`src/rtl/adbus_port_pkg.sv`:
```
package adbus_port_pkg;
  localparam int ADDR_W  = 16;
  localparam int DATA_W  = 8;
  localparam int NPORT   = 2;
  localparam int PIN_W   = NPORT * DATA_W;

  localparam logic [ADDR_W-1:0] ADR_OUT_LO  = 16'h1FFC;
  localparam logic [ADDR_W-1:0] ADR_OUT_HI  = 16'h1FFD;
  localparam logic [ADDR_W-1:0] ADR_IN_LO   = 16'h1FFE;
  localparam logic [ADDR_W-1:0] ADR_IN_HI   = 16'h1FFF;
  localparam logic [ADDR_W-1:0] ADR_STYLE   = 16'h1FF4;

  localparam int STYLE_BIT_LO = 7;
  localparam int STYLE_BIT_HI = 6;

  typedef enum logic [2:0] {
    SEL_NONE,
    SEL_OUT_LO,
    SEL_OUT_HI,
    SEL_IN_LO,
    SEL_IN_HI,
    SEL_STYLE
  } reg_sel_e;

  function automatic reg_sel_e decode_addr(input logic [ADDR_W-1:0] a);
    reg_sel_e s;
    case (a)
      ADR_OUT_LO: s = SEL_OUT_LO;
      ADR_OUT_HI: s = SEL_OUT_HI;
      ADR_IN_LO:  s = SEL_IN_LO;
      ADR_IN_HI:  s = SEL_IN_HI;
      ADR_STYLE:  s = SEL_STYLE;
      default:    s = SEL_NONE;
    endcase
    return s;
  endfunction
endpackage

```
`src/rtl/adbus_rst_sync.sv`:
```
module adbus_rst_sync #(
  parameter int STAGES = 2
) (
  input  logic clk,
  input  logic rst_n,
  output logic rst_int_n
);
  logic [STAGES-1:0] chain_q;
  logic [STAGES-1:0] chain_d;

  always_comb begin
    chain_d = {chain_q[STAGES-2:0], 1'b1};
  end

  always_ff @(posedge clk or negedge rst_n) begin
    if (!rst_n) chain_q <= '0;
    else        chain_q <= chain_d;
  end

  assign rst_int_n = chain_q[STAGES-1];
endmodule

```
`src/rtl/adbus_pin_sync.sv`:
```
module adbus_pin_sync #(
  parameter int WIDTH  = 16,
  parameter int STAGES = 2
) (
  input  logic             clk,
  input  logic             rst_int_n,
  input  logic [WIDTH-1:0] pin_async,
  output logic [WIDTH-1:0] pin_sync
);
  logic [STAGES-1:0][WIDTH-1:0] stage_q;
  logic [STAGES-1:0][WIDTH-1:0] stage_d;

  always_comb begin
    stage_d[0] = pin_async;
    for (int s = 1; s < STAGES; s++) stage_d[s] = stage_q[s-1];
  end

  always_ff @(posedge clk or negedge rst_int_n) begin
    if (!rst_int_n) stage_q <= '0;
    else            stage_q <= stage_d;
  end

  assign pin_sync = stage_q[STAGES-1];
endmodule

```
`src/rtl/adbus_pad_drive.sv`:
```
module adbus_pad_drive #(
  parameter int WIDTH = 8
) (
  input  logic             run,
  input  logic             io_mode,
  input  logic             push_pull,
  input  logic [WIDTH-1:0] user_data,
  input  logic [WIDTH-1:0] bus_data,
  output logic [WIDTH-1:0] drv_hi,
  output logic [WIDTH-1:0] drv_lo,
  output logic [WIDTH-1:0] pull_weak
);
  logic [WIDTH-1:0] level;
  logic             hi_allowed;

  always_comb begin
    level      = io_mode ? user_data : bus_data;
    hi_allowed = io_mode ? push_pull : 1'b1;
  end

  for (genvar b = 0; b < WIDTH; b++) begin : g_bit
    always_comb begin
      drv_hi[b]    = run & hi_allowed & level[b];
      drv_lo[b]    = run & ~level[b];
      pull_weak[b] = ~run;
    end
  end
endmodule

```
`src/rtl/adbus_port_ctrl.sv`:
```
module adbus_port_ctrl
  import adbus_port_pkg::*;
(
  input  logic              clk,
  input  logic              rst_n,
  input  logic              reg_stb,
  input  logic              reg_we,
  input  logic [ADDR_W-1:0] reg_addr,
  input  logic [DATA_W-1:0] reg_wdata,
  output logic [DATA_W-1:0] reg_rdata,
  input  logic              bus_io_sel,
  input  logic [PIN_W-1:0]  bus_ad,
  input  logic [PIN_W-1:0]  pin_in,
  output logic [PIN_W-1:0]  pin_drv_hi,
  output logic [PIN_W-1:0]  pin_drv_lo,
  output logic [PIN_W-1:0]  pin_pull_weak
);
  logic rst_int_n;

  logic [NPORT-1:0][DATA_W-1:0] out_q, out_d;
  logic [NPORT-1:0]             style_q, style_d;
  logic [NPORT-1:0][DATA_W-1:0] in_q;
  logic [DATA_W-1:0]            rdata_q, rdata_d;
  logic [PIN_W-1:0]             pin_s;

  logic     wr_en, rd_en;
  reg_sel_e sel;

  adbus_rst_sync #(.STAGES(2)) u_rst (
    .clk(clk), .rst_n(rst_n), .rst_int_n(rst_int_n)
  );

  adbus_pin_sync #(.WIDTH(PIN_W), .STAGES(2)) u_sync (
    .clk(clk), .rst_int_n(rst_int_n), .pin_async(pin_in), .pin_sync(pin_s)
  );

  always_comb begin
    sel   = decode_addr(reg_addr);
    wr_en = reg_stb & reg_we;
    rd_en = reg_stb & ~reg_we;
  end

  // Next-state for writable registers
  always_comb begin
    out_d   = out_q;
    style_d = style_q;
    if (wr_en) begin
      case (sel)
        SEL_OUT_LO: out_d[0] = reg_wdata;
        SEL_OUT_HI: out_d[1] = reg_wdata;
        SEL_STYLE: begin
          style_d[0] = reg_wdata[STYLE_BIT_LO];
          style_d[1] = reg_wdata[STYLE_BIT_HI];
        end
        default: ;
      endcase
    end
  end

  // Read data mux
  always_comb begin
    rdata_d = rdata_q;
    if (rd_en) begin
      case (sel)
        SEL_OUT_LO: rdata_d = out_q[0];
        SEL_OUT_HI: rdata_d = out_q[1];
        SEL_IN_LO:  rdata_d = in_q[0];
        SEL_IN_HI:  rdata_d = in_q[1];
        SEL_STYLE: begin
          rdata_d = '0;
          rdata_d[STYLE_BIT_LO] = style_q[0];
          rdata_d[STYLE_BIT_HI] = style_q[1];
        end
        default:    rdata_d = '0;
      endcase
    end
  end

  always_ff @(posedge clk or negedge rst_int_n) begin
    if (!rst_int_n) begin
      out_q   <= '1;
      style_q <= '0;
      in_q    <= '0;
      rdata_q <= '0;
    end else begin
      out_q   <= out_d;
      style_q <= style_d;
      in_q    <= pin_s;
      rdata_q <= rdata_d;
    end
  end

  assign reg_rdata = rdata_q;

  for (genvar p = 0; p < NPORT; p++) begin : g_port
    adbus_pad_drive #(.WIDTH(DATA_W)) u_drive (
      .run       (rst_int_n),
      .io_mode   (bus_io_sel),
      .push_pull (style_q[p]),
      .user_data (out_q[p]),
      .bus_data  (bus_ad[p*DATA_W +: DATA_W]),
      .drv_hi    (pin_drv_hi[p*DATA_W +: DATA_W]),
      .drv_lo    (pin_drv_lo[p*DATA_W +: DATA_W]),
      .pull_weak (pin_pull_weak[p*DATA_W +: DATA_W])
    );
  end
endmodule

```
`config.mk`:
```
export PLATFORM = sky130hd
export DESIGN_NAME = adbus_port_ctrl
export DESIGN_NICKNAME = d
export VERILOG_FILES = /design/src/rtl/adbus_port_pkg.sv /design/src/rtl/adbus_rst_sync.sv /design/src/rtl/adbus_pin_sync.sv /design/src/rtl/adbus_pad_drive.sv /design/src/rtl/adbus_port_ctrl.sv
export SDC_FILE = /design/constraint.sdc
export NUM_CORES = 1
export LEC_CHECK = 0
export ABC_AREA = 1
export BUFFER_PORTS_ARGS = -buffer_cell sky130_fd_sc_hd__buf_2
export CORE_ASPECT_RATIO = 0.8
export CORE_MARGIN = 2
export CORE_UTILIZATION = 49
export CTS_CLUSTER_DIAMETER = 150
export CTS_CLUSTER_SIZE = 16
export DETAILED_ROUTE_END_ITERATION = 10
export PLACE_DENSITY_LB_ADDON = 0.3
export RECOVER_POWER = 25
export SYNTH_ARGS = -nofsm -noshare
export SYNTH_HDL_FRONTEND = slang
export SYNTH_SLANG_ARGS = --single-unit
```
`constraint.sdc`:
```
create_clock -name clk -period 4.6 [get_ports clk]
set_clock_uncertainty 0.2 [all_clocks]
set_input_delay 0.92 -clock clk [delete_from_list [all_inputs] [get_ports clk]]
set_output_delay 0.92 -clock clk [all_outputs]
set_load 0.005 [all_outputs]
```
==> flow_metrics.tcl <==
set metrics [dict create \
    status "completed" \
    rr_worst_depth 1 \
    period_share_pct 76.9 \
    synth_cell_types 26 \
    timing.final.hold_violations 0 \
    wl_per_cell_um 12.3 \
    io_pins 117 \
    setup_violations 0 \
    maxSlewViolCount 0 \
    cts_root_buffer "clkbuf_8" \
    cp_num_cells 5 \
    io_buffer_count 116 \
    power_leakage_nw 2.18 \
    grt_pass1_wl_um 11400 \
    wl_met2_um 3470 \
    dpl.hpwl_um 5030 \
    highest_layer "met4" \
    critPathTopFamily "buffers and inverters" \
    powerDensity_nw_per_um2 328 \
    grt_max_degree 66 \
    clk_path_buf_depth 2 \
    final_common_cell "buf_2" \
    gp_congestion 0.783 \
    diodes 0 \
    hp-class "primary input to async pin" \
    die_area_sq_um 7340 \
    maxCapViolations 0 \
    worstSetupPathType "primary input to output pin" \
    met1Wirelength_um 2850 \
    relSlewSlack_pct 48.2 \
    timing.setup.tns_ns 0 \
    cts.sinks 76 \
    instances_no_fill 546 \
    drtIter0Drc 104 \
    cpMostUsedCell "buf_2" \
    postLayoutCoreUtil_pct 62.7 \
    ctsHoldBuffers 1 \
    arrival_ns 2.42 \
    clock_latency_ns 0.35 \
    critPathMaxFanout 25 \
    ant_nets 0 \
    synth_area_sq_um 3270 \
    netlist_instances 351 \
    tightestPinTransition_ns 0.777 \
    cp-start-kind "primary input" \
    cts-resized-gates 0 \
    fin_nets 518 \
    vdd_drop_max_mv 0.271 \
    placed_cells 529 \
    fmax_ghz 0.283 \
    crit_path_cell_trace "buf_2 -> clkinv_1 -> o21ai_1 -> nor2_1 -> buf_2" \
    viasPerCell 4.73 \
    grt_use_total_pct 20.2 \
    end_kind "output pin" \
    required_ns 3.48 \
    dieWidth_um 95.3 \
    antenna_found_initial 0 \
    tritoncts "built" \
    start_util_pct 51.0 \
    layout_common_cells "buf_2, nand2_1, dfrtp_1" \
    critical_path.slowest_cell "o21ai_1" \
    worstPathBufferInverterCount 3 \
    ys_ff_latch 76 \
    drc 0 \
    postCtsSetupBuffers 0 \
    met3_length_um 348 \
    core-area_sq_um 6410 \
    hold_ws_ns 0.138 \
    row_count 26 \
    cts_max_level 3 \
    first_pass_iters 5 \
    grt_overflow 0 \
    drive_above_1_share_pct 38.7 \
    clk_pin_slew_ns 0.08 \
    critPathMaxStageDelay_ns 0.60 \
    via_count 2583 \
    design_area_sq_um 4020 \
    grt_pass1_vias 2601 \
    fin_crit_ns 3.54 \
    area_delta_synth_final_pct 23.0 \
    seq_area_frac_synth_pct 58.8 \
    dpl_cell_area_sq_um 3800 \
    numCtsBuffers 9 \
    wl_um 6720 \
    yosys_warnings 0 \
    syn_nets 412 \
    syn_avg_cell_area_sq_um 9.31 \
    grt_setup_unrepaired "no" \
    dieHeight_um 77.0 \
]
report_power, final:
| group | switching, mW | leakage (nW) | internal, mW |
|---|---|---|---|
| clock | 0.234 | 0.107 | 0.284 |
| sequential | 0.00677 | 0.888 | 0.691 |
| combinational | 0.0603 | 1.19 | 0.0435 |
cell usage after synthesis:
library cell  number  share of area [%]
nand2_1           69                7.9
dfrtp_1           60                 46
inv_1             41                4.7
nor2_1            41                4.7
nand3_1           32                4.9
o21ai_0           24                3.7
dfstp_2           16                 13
buf_4             15                3.4
o21ai_2            8                2.1
or2_2              8                1.5
nand4_1            7                1.3
nand2_2            4               0.77
o21ai_1            4               0.61
buf_2              3               0.46
clkbuf_1           3               0.34
nor2_4             3                1.0
buf_6              2               0.69
clkinv_1           2               0.23
nor2_2             2               0.38
and2_4             1               0.27
conb_1             1               0.11
inv_2              1               0.11
nand2_4            1               0.34
nand3_2            1               0.31
nand3_4            1               0.54
nor2_8             1               0.61
final timing paths:
check,start,endpoint,slack (ns)
worst max register to register,u_rst.chain_q[1],u_sync.stage_d[29],3.30
max in group asynchronous,u_rst.chain_q[1],u_sync.stage_d[29],3.30
min in group clk,u_sync.stage_d[23],u_sync.pin_sync[7],0.15
worst min register to register,u_sync.stage_d[23],u_sync.pin_sync[7],0.15
worst min-delay path,rst_n,u_rst.chain_q[0],0.14
worst max-delay path,bus_io_sel,pin_drv_hi[5],1.06
cell type report:
| class | instances | area, sq um |
|---|---|---|
| clock buffers | 12 | 155 |
| clock inverters | 4 | 56.3 |
| fillers | 544 | 2390 |
| inverters | 44 | 165 |
| multi-input cells | 208 | 1020 |
| flip-flops and latches | 76 | 1920 |
| well taps | 84 | 105 |
| repair buffers | 118 | 597 |
routing by layer:
metal	vias up	track usage, %
met2	60	34.3
met1	1219	24.8
met4	0	6.52
met3	8	5.60
met5	-	0
li1	1296	-
flip-flops by register name, summed over array words and instances, names as in the netlist:
signal / flops
reg_rdata: 8
in_q: 16
out_q: 16
u_sync.pin_sync: 16
u_rst.chain_q: 2
u_sync.stage_d: 16
style_q: 2
cells by family after synthesis:
logic type	share of synthesized area [%]
AOI/OAI and AO/OA	6.43
buffers and inverters	9.99
DFF	58.8
other	0.115
and+or+nand+nor	24.7
through the flow:
stage	setup WS, ns	total power, mW
after global routing	0.876	1.39
after global placement	1.26	0.811
after detailed placement	1.07	0.814
final	1.06	1.32
after CTS	1.06	1.34
after floorplan	0.220	0.765
Note: power is estimated with default switching activity, not from simulation.
